**src/rtl/vlr_pkg.sv**
```systemverilog
package vlr_pkg;

    localparam int LR_MAX = 16;
    localparam int IDX_W  = 4;

    localparam logic [3:0] CP_NUM   = 4'd15;
    localparam logic [2:0] OPC1_VAL = 3'd4;
    localparam logic [3:0] CRN_VAL  = 4'd12;
    localparam logic [2:0] CRM_HI   = 3'd6;

    localparam logic [5:0] TRAP_CODE = 6'h03;

    typedef enum logic [1:0] {
        ACC_NONE,
        ACC_DONE,
        ACC_UNDEF,
        ACC_TRAP
    } acc_res_e;

    typedef struct packed {
        acc_res_e res;
        logic     a64;
        logic     raz;
    } perm_t;

endpackage

```
**src/rtl/vlr_decode.sv**
```systemverilog
module vlr_decode
    import vlr_pkg::*;
(
    input  logic [3:0]       coproc,
    input  logic [2:0]       opc1,
    input  logic [3:0]       crn,
    input  logic [3:0]       crm,
    input  logic [2:0]       opc2,
    output logic             hit,
    output logic [IDX_W-1:0] idx
);

    always_comb begin
        hit = (coproc == CP_NUM) && (opc1 == OPC1_VAL) &&
              (crn == CRN_VAL) && (crm[3:1] == CRM_HI);
        idx = {crm[0], opc2};
    end

endmodule

```
**src/rtl/vlr_perm.sv**
```systemverilog
module vlr_perm
    import vlr_pkg::*;
#(
    parameter int NUM_LR = 12
) (
    input  logic             valid,
    input  logic             hit,
    input  logic [1:0]       level,
    input  logic [IDX_W-1:0] idx,
    input  logic             hyp_impl,
    input  logic             hyp_en,
    input  logic             hyp_a64,
    input  logic             trap_en,
    input  logic             sre_l2,
    input  logic             sre_l3,
    output perm_t            perm
);

    localparam int CNT_W = IDX_W + 1;

    logic in_range;

    always_comb begin
        in_range = {1'b0, idx} < CNT_W'(NUM_LR);
        perm.res = ACC_NONE;
        perm.a64 = 1'b0;
        perm.raz = 1'b0;
        if (valid && hit) begin
            unique case (level)
                2'd0: perm.res = ACC_UNDEF;
                2'd1: begin
                    if (hyp_impl && hyp_en && trap_en) begin
                        perm.res = ACC_TRAP;
                        perm.a64 = hyp_a64;
                    end else begin
                        perm.res = ACC_UNDEF;
                    end
                end
                2'd2: perm.res = (hyp_impl && sre_l2 && in_range) ? ACC_DONE : ACC_UNDEF;
                default: begin
                    if (!hyp_impl) begin
                        perm.res = ACC_DONE;
                        perm.raz = 1'b1;
                    end else begin
                        perm.res = (sre_l3 && in_range) ? ACC_DONE : ACC_UNDEF;
                    end
                end
            endcase
        end
    end

endmodule

```
**src/rtl/vlr_store.sv**
```systemverilog
module vlr_store
    import vlr_pkg::*;
#(
    parameter int NUM_LR  = 12,
    parameter int ID_BITS = 20
) (
    input  logic                      clk,
    input  logic                      rst_n,
    input  logic                      wr_en,
    input  logic [IDX_W-1:0]          wr_idx,
    input  logic [ID_BITS-1:0]        wr_data,
    input  logic [IDX_W-1:0]          rd_idx,
    output logic [ID_BITS-1:0]        rd_data,
    output logic [NUM_LR*ID_BITS-1:0] ent_view
);

    typedef struct packed {
        logic [NUM_LR-1:0][ID_BITS-1:0] ent;
    } st_t;

    st_t s_d, s_q;

    always_comb begin
        s_d     = s_q;
        rd_data = '0;
        for (int i = 0; i < NUM_LR; i++) begin
            if (wr_en && (wr_idx == IDX_W'(i))) begin
                s_d.ent[i] = wr_data;
            end
            if (rd_idx == IDX_W'(i)) begin
                rd_data = s_q.ent[i];
            end
        end
        ent_view = s_q.ent;
    end

    always_ff @(posedge clk or negedge rst_n) begin
        if (!rst_n) begin
            s_q <= '0;
        end else begin
            s_q <= s_d;
        end
    end

endmodule

```
**src/rtl/vlr_bank.sv**
```systemverilog
module vlr_bank
    import vlr_pkg::*;
#(
    parameter int NUM_LR  = 12,
    parameter int ID_BITS = 20
) (
    input  logic        clk,
    input  logic        rst_n,
    input  logic        acc_valid,
    input  logic        acc_write,
    input  logic [3:0]  acc_coproc,
    input  logic [2:0]  acc_opc1,
    input  logic [3:0]  acc_crn,
    input  logic [3:0]  acc_crm,
    input  logic [2:0]  acc_opc2,
    input  logic [1:0]  acc_level,
    input  logic [31:0] acc_wdata,
    input  logic        hyp_impl,
    input  logic        hyp_enabled,
    input  logic        hyp_is_a64,
    input  logic        trap_en,
    input  logic        sre_l2,
    input  logic        sre_l3,
    output logic        rsp_done,
    output logic        rsp_undef,
    output logic        rsp_trap,
    output logic        rsp_trap_a64,
    output logic [5:0]  rsp_trap_code,
    output logic [31:0] rsp_rdata,
    output logic [4:0]  cfg_entries,
    output logic [5:0]  cfg_id_bits
);

    logic                      hit;
    logic [IDX_W-1:0]          idx;
    perm_t                     perm;
    logic                      wr_fire;
    logic                      lr_raz;
    logic [ID_BITS-1:0]        rd_entry;
    logic [NUM_LR*ID_BITS-1:0] ent_view;

    vlr_decode u_dec (
        .coproc (acc_coproc),
        .opc1   (acc_opc1),
        .crn    (acc_crn),
        .crm    (acc_crm),
        .opc2   (acc_opc2),
        .hit    (hit),
        .idx    (idx)
    );

    vlr_perm #(.NUM_LR(NUM_LR)) u_perm (
        .valid    (acc_valid),
        .hit      (hit),
        .level    (acc_level),
        .idx      (idx),
        .hyp_impl (hyp_impl),
        .hyp_en   (hyp_enabled),
        .hyp_a64  (hyp_is_a64),
        .trap_en  (trap_en),
        .sre_l2   (sre_l2),
        .sre_l3   (sre_l3),
        .perm     (perm)
    );

    vlr_store #(.NUM_LR(NUM_LR), .ID_BITS(ID_BITS)) u_store (
        .clk      (clk),
        .rst_n    (rst_n),
        .wr_en    (wr_fire),
        .wr_idx   (idx),
        .wr_data  (acc_wdata[ID_BITS-1:0]),
        .rd_idx   (idx),
        .rd_data  (rd_entry),
        .ent_view (ent_view)
    );

    generate
        if (ID_BITS < 32) begin : g_drop_hi
            logic unused_hi;
            assign unused_hi = ^acc_wdata[31:ID_BITS];
        end
    endgenerate

    always_comb begin
        rsp_done      = (perm.res == ACC_DONE);
        rsp_undef     = (perm.res == ACC_UNDEF);
        rsp_trap      = (perm.res == ACC_TRAP);
        rsp_trap_a64  = perm.a64;
        rsp_trap_code = rsp_trap ? TRAP_CODE : 6'd0;
        lr_raz        = perm.raz;
        wr_fire       = rsp_done && acc_write && !lr_raz;
        rsp_rdata     = (rsp_done && !acc_write && !lr_raz) ? 32'(rd_entry) : 32'd0;
        cfg_entries   = 5'(NUM_LR);
        cfg_id_bits   = 6'(ID_BITS);
    end

endmodule

```
**config.mk**
```make
export PLATFORM = sky130hd
export DESIGN_NAME = vlr_bank
export DESIGN_NICKNAME = d
export VERILOG_FILES = /design/src/rtl/vlr_pkg.sv /design/src/rtl/vlr_decode.sv /design/src/rtl/vlr_perm.sv /design/src/rtl/vlr_store.sv /design/src/rtl/vlr_bank.sv
export SDC_FILE = /design/constraint.sdc
export NUM_CORES = 1
export LEC_CHECK = 0
export BUFFER_PORTS_ARGS = -buffer_cell sky130_fd_sc_hd__buf_2
export CAP_MARGIN = 20
export CORE_MARGIN = 2
export CORE_UTILIZATION = 40
export DETAILED_ROUTE_END_ITERATION = 6
export HOLD_SLACK_MARGIN = 0.15
export PLACE_DENSITY_LB_ADDON = 0.2
export RECOVER_POWER = 100
export SYNTH_ARGS = -nofsm -noshare
export SYNTH_HDL_FRONTEND = slang
export SYNTH_SLANG_ARGS = --single-unit
```
**constraint.sdc**
```tcl
create_clock -name clk -period 1.3 [get_ports clk]
set_input_delay 0 -clock clk [delete_from_list [all_inputs] [get_ports clk]]
set_output_delay 0 -clock clk [all_outputs]
set_load 0.02 [all_outputs]
```
; ---- Word-level counts from Yosys, hierarchy flattened
; Index checks and enable logic that the tools add are counted.
[classes]
n_lt_le_gt_ge = 1
n_reduce_logical = 30
n_eq_ne = 20
n_mux = 24
[op_table]
columns = cell, count
row1 = two-way mux 20 bit, 13
row2 = logical AND 1 bit, 25
row3 = == test 4 bit (second input constant), 6
row4 = == test 4 x 3 -> 1 bit (second input constant), 4
row5 = == test 4 x 2 -> 1 bit (second input constant), 2
row6 = two-way mux 2 bit, 4
row7 = == test 2 bit (second input constant), 3
row8 = == test 3 bit (second input constant), 2
row9 = one-hot mux 2 bit (3 select lines), 1
row10 = two-way mux 1 bit, 5
row11 = == test 2 x 1 -> 1 bit (second input constant), 2
row12 = == test 4 x 1 -> 1 bit (second input constant), 1
row13 = logical NOT 4 bit, 1
row14 = < comparator 4 bit (second input constant), 1
row15 = two-way mux 4 bit, 1
row16 = OR reduction 3 bit, 1
row17 = logical NOT 1 bit, 2
row18 = logical NOT 2 bit, 1
[word_totals]
in_bits = 62
wordCells = 87
output_inout_bits = 53
regBits = 240

; ---- Longest topological paths before layout
[depth]
word_depth = 14
depth_mapped = 8
ltp_nobuf = 6

; ---- Modules after synthesis
; Synthesis repeated with hierarchy kept, for this count alone.
[hier_totals]
cells_unflattened = 878
area_unflattened_um2 = 11821.3
[by_module_without_submodules]
columns = module, n_inst, cells_each, area_each_um2, seq_area_each_um2
row1 = vlr_store, 1, 798, 11239.5, 6005.8
row2 = vlr_bank, 1, 58, 424.2, 0.0
row3 = vlr_perm, 1, 13, 83.8, 0.0
row4 = vlr_decode, 1, 9, 73.8, 0.0

; ---- Worst setup path before layout
; Ideal clock, no wire load.
[synth_path]
path_kind = input to output
start = input acc_opc2[1]
end = output rsp_rdata[12]
n_path_buf = 4
t_required_ns = 1.300
path_slack_ns = -0.438
cell_stages = 8
arrival_ns = 1.738
cell_sequence = buf_2 buf_2 buf_2 clkbuf_1 a22oi_1 o22ai_1 nor2_1 a211oi_1
[synth_via]
elab_chain_cells = 14
word_cells_on_any_way = 36
classes_between = 1 x order compare / 12 x eq/ne / 18 x mux / 5 x reduce/logical
[synth_lines]
columns = item, line_no
row1 = start: declaration, vlr_bank.sv:15  ; input logic [2:0] acc_opc2,
row2 = logical NOT 4 bit, vlr_store.sv:30  ; if (rd_idx == IDX_W'(i)) begin
row3 = two-way mux 20 bit (12 in a row), vlr_store.sv:30
row4 = two-way mux 20 bit (*), vlr_bank.sv:92  ; rsp_rdata = (rsp_done && !acc_write && !lr_raz) ? 32'(rd_entry) : 32'd0;
row5 = end: declaration, vlr_bank.sv:29  ; output logic [31:0] rsp_rdata,
; Every way passes the cells marked *; elsewhere a longest branch is shown, timed or not.

; ---- Worst setup path in the final report
[layout_path]
start = register u_store.s_q (netlist bit u_store.ent_view[45])
end = output rsp_rdata[5]
[layout_via]
elab_chain_cells = 11
[layout_lines]
columns = item, line_no
row1 = start: declaration, vlr_store.sv:21  ; st_t s_d, s_q;
row2 = start signal: assignment, vlr_store.sv:39  ; s_q <= '0;
row3 = start signal: assignment, vlr_store.sv:41  ; s_q <= s_d;
row4 = two-way mux 20 bit (10 in a row), vlr_store.sv:30
row5 = two-way mux 20 bit, vlr_bank.sv:92
; Every way passes these cells.

==> metrics.txt <==
Synth Register Bits=240; top-level I/O count=around 120; root buffer cell=clkbuf_16; total via count after detailed routing=around 8,500; unrepaired setup endpoints after global routing=true; Reg clk slew, reported paths=~0.050 ns; worst-path fanout max=2; final instance area=~0.016 mm²; cell type contributing the most total cell area after synthesis=dfrtp_1; area share of the leading cell type in the synthesized netlist=between 50% and 60%; setup slack of the critical path after layout=-0.821 ns; initial antenna violation count=0; flop2flop setup slack=about 0.38 ns; Filler Cells Inserted=~2,300; total number of yosys warnings=0; vias in the first global route=about 8,600; Net count, final=about 1,200; number of DRC markers after the initial detailed-route iteration=between 500 and 600; final-report max-slew violation count=0; number of placement rows=62; Gate Count Post-Synth=923; number of optimization iterations in the first detailed-route pass=7; crit path time final=between 2 and 2.5 ns; maxcap violations=0; kind of end point of the critical path=output pin; period utilization=163%; final weighted congestion in routability-driven placement=approximately 0.81; number of synthesized flops with an enable pin=0; worst endpoint required time=between 1 and 1.5 ns; result of the run=finished, violations left; first-pass GRT wire length=about 51,000 µm; TritonCTS sink count=240; die area=0.0307 mm²; global-route usage over all layers=approximately 22%; fmax=471 MHz; number of levels in the clock H-tree=1; slew margin rel.=between 50 and 60%; total global routing overflow=0; worst setup slack after placement=-0.583 ns; x dimension of the die=approximately 180 µm; share of post-route cells with drive strength above 1=between 50% and 60%; post-detailed-route count of antenna-violating nets=0; via density per instance=about 5.5; Worst R2R Start=u_store.ent_view[6]; clock buffer count from CTS=28; post-place instance area=~0.014 mm²; origin of the worst setup path=u_store.ent_view[45]; Worst Hold Path Cells=7; number of setup violations in the final report=between 200 and 300; Main synth FF type=dfrtp_1; Tightest Pin Transition=roughly 0.75 ns; top cells by count, synth=245 x mux2_2, 240 x dfrtp_1, 42 x nand2_1; clk_lat worst skew=approximately 0.54 ns; R2R cell count=2; flip-flop count of the largest register after layout=240; maximum buffer depth of the clock tree=3; Syn Area/Cell=around 13 µm²; sequential cell area in the final layout=0.00601 mm²; fraction of registers with async set/reset=between 90% and 100%; type of origin of the critical path=register; count of buffers inserted at the top-level ports=between 70 and 80; Detailed Route WL=about 36,000 µm; min-delay worst type=in2reg; clock tree from TritonCTS=built; fraction of the yosys area taken by sequential cells=between 50% and 60%; DRC errors left=0; leading cell type by number of instances after synthesis=mux2_2; layout overhead on the synthesized area=40.6%; worst clock skew=0 ns; Mapped Area=roughly 0.012 mm²; die span in y=175 µm; Setup Crit Path Kind=reg2out; Leakage=roughly 7.7 nW; HPWL after DPL=approximately 23,000 µm; CP arrival=approximately 2.1 ns; number of distinct library cells after synthesis=between 40 and 50; violations in the final reports=negative setup slack; Antenna Diode Count=0; largest net degree at the start of global routing=between 40 and 50; standard cell core area=0.0288 mm²; synth top area cells=dfrtp_1 51%, mux2_2 24%, mux4_2 3.6%; detail-routed net length per standard cell=about 23 µm; Peak VDD IR=0.000843 V; number of hold-slack violations in the final timing report=0; Initial Util=40.7%; launch point of the worst hold path=acc_level[1]; cell area power density=slightly above 1000 mW/mm²; area of combinational cells with multiple inputs=0.00649 mm²
[per-layer routing]
metal  wire (µm)  vias up  global-route usage, %
met3        1800       52                   3.11
met4         889        0                   5.38
met5           0        -                      0
met2       16100      261                   34.1
met1       16900     4437                   31.7
li1            -     3726                      -
[worst max-delay path, cell delays in order, from the launching register on]
cell and delay [ns]:
dfrtp_1 0.34, nand2b_1 0.09, a2111oi_4 0.35, o22ai_1 0.12, buf_4 0.18, a31oi_4 0.12, o32ai_2 0.11, a21oi_2 0.14
buf_6 0.13
[timing repair]
action / in CTS / in global routing
hold buffers: 22 / 0
gates cloned: 0 / 10
buffers inserted: 1 / 18
endpoints found under the hold margin: 480 / 0
pin swaps: 28 / 27
gates resized for setup: 74 / 232
setup endpoints to repair: 31 / 240
[cell usage in the layout (no fill, tap or decap), types with 7 or more instances in the layout]
cell type,instances
mux2i_1,18
dlygate4sd3_1,22
buf_6,38
nand2b_1,13
a21oi_2,19
nand2_1,35
clkbuf_16,34
buf_12,25
a22oi_1,13
clkbuf_8,11
mux4_2,19
mux2_4,194
nor2_1,25
a21oi_1,18
buf_2,45
nor3_4,10
dfrtp_1,240
buf_4,116
clkbuf_1,8
nand2_2,7
o21ai_0,8
nand3_1,8
o22ai_1,20
conb_1,27
buf_8,9
mux2_2,61
[path summary, 6_finish.rpt]
kind | endpoint
max | rsp_rdata[5]
min | u_store.ent_view[15]
max reg2reg | u_store.ent_view[6]
min reg2reg | u_store.ent_view[228]
max in group asynchronous | u_store.ent_view[85]
min in group asynchronous | u_store.ent_view[201]
[cell families (layout without fill, tap and decap cells)]
kind of cell	count (synthesis)	after routing	synth area share [%]
mux	292	292	29.7
flops	240	240	51.2
simple gates	142	142	6.57
compound gates	133	133	7.31
buf+inv	114	322	5.15
other cells	2	27	0.0641
[power by group]
part / switching, mW / leakage [nW] / internal, mW / total [mW]
Sequential: 0.0000258 / 3.35 / 7.47 / 7.47
Combinational: 0.878 / 3.88 / 0.501 / 1.38
Clock: 3.16 / 0.465 / 4.58 / 7.75
Total: 4.04 / 7.70 / 12.6 / 16.6
[area by class of cell]
class	count	share of cell area [%]
repair buffers	269	15.6
clock inverters	7	0.402
inverters	4	0.0911
flip-flops and latches	240	36.4
clock buffers	42	5.24
well taps	384	2.91
multi-input cells	594	39.4
[per-stage QoR]
step | cells | power (mW) | utilization [%] | setup TNS, ns | hold slack (ns)
finish | 1540 | 16.6 | 57.3 | -39.33 | 0.322
CTS | 1513 | 16.7 | 53.2 | -13.84 | 0.275
floorplan | 948 | 8.22 | - | -71.69 | -0.296
global placement | 1443 | 8.85 | 48.3 | -133.12 | -0.0660
detailed placement | 1443 | 8.85 | 48.3 | -134.55 | -0.0616
global route | 1540 | 17.2 | 57.3 | -66.47 | 0.322
Note: power is estimated with default switching activity, not from simulation.
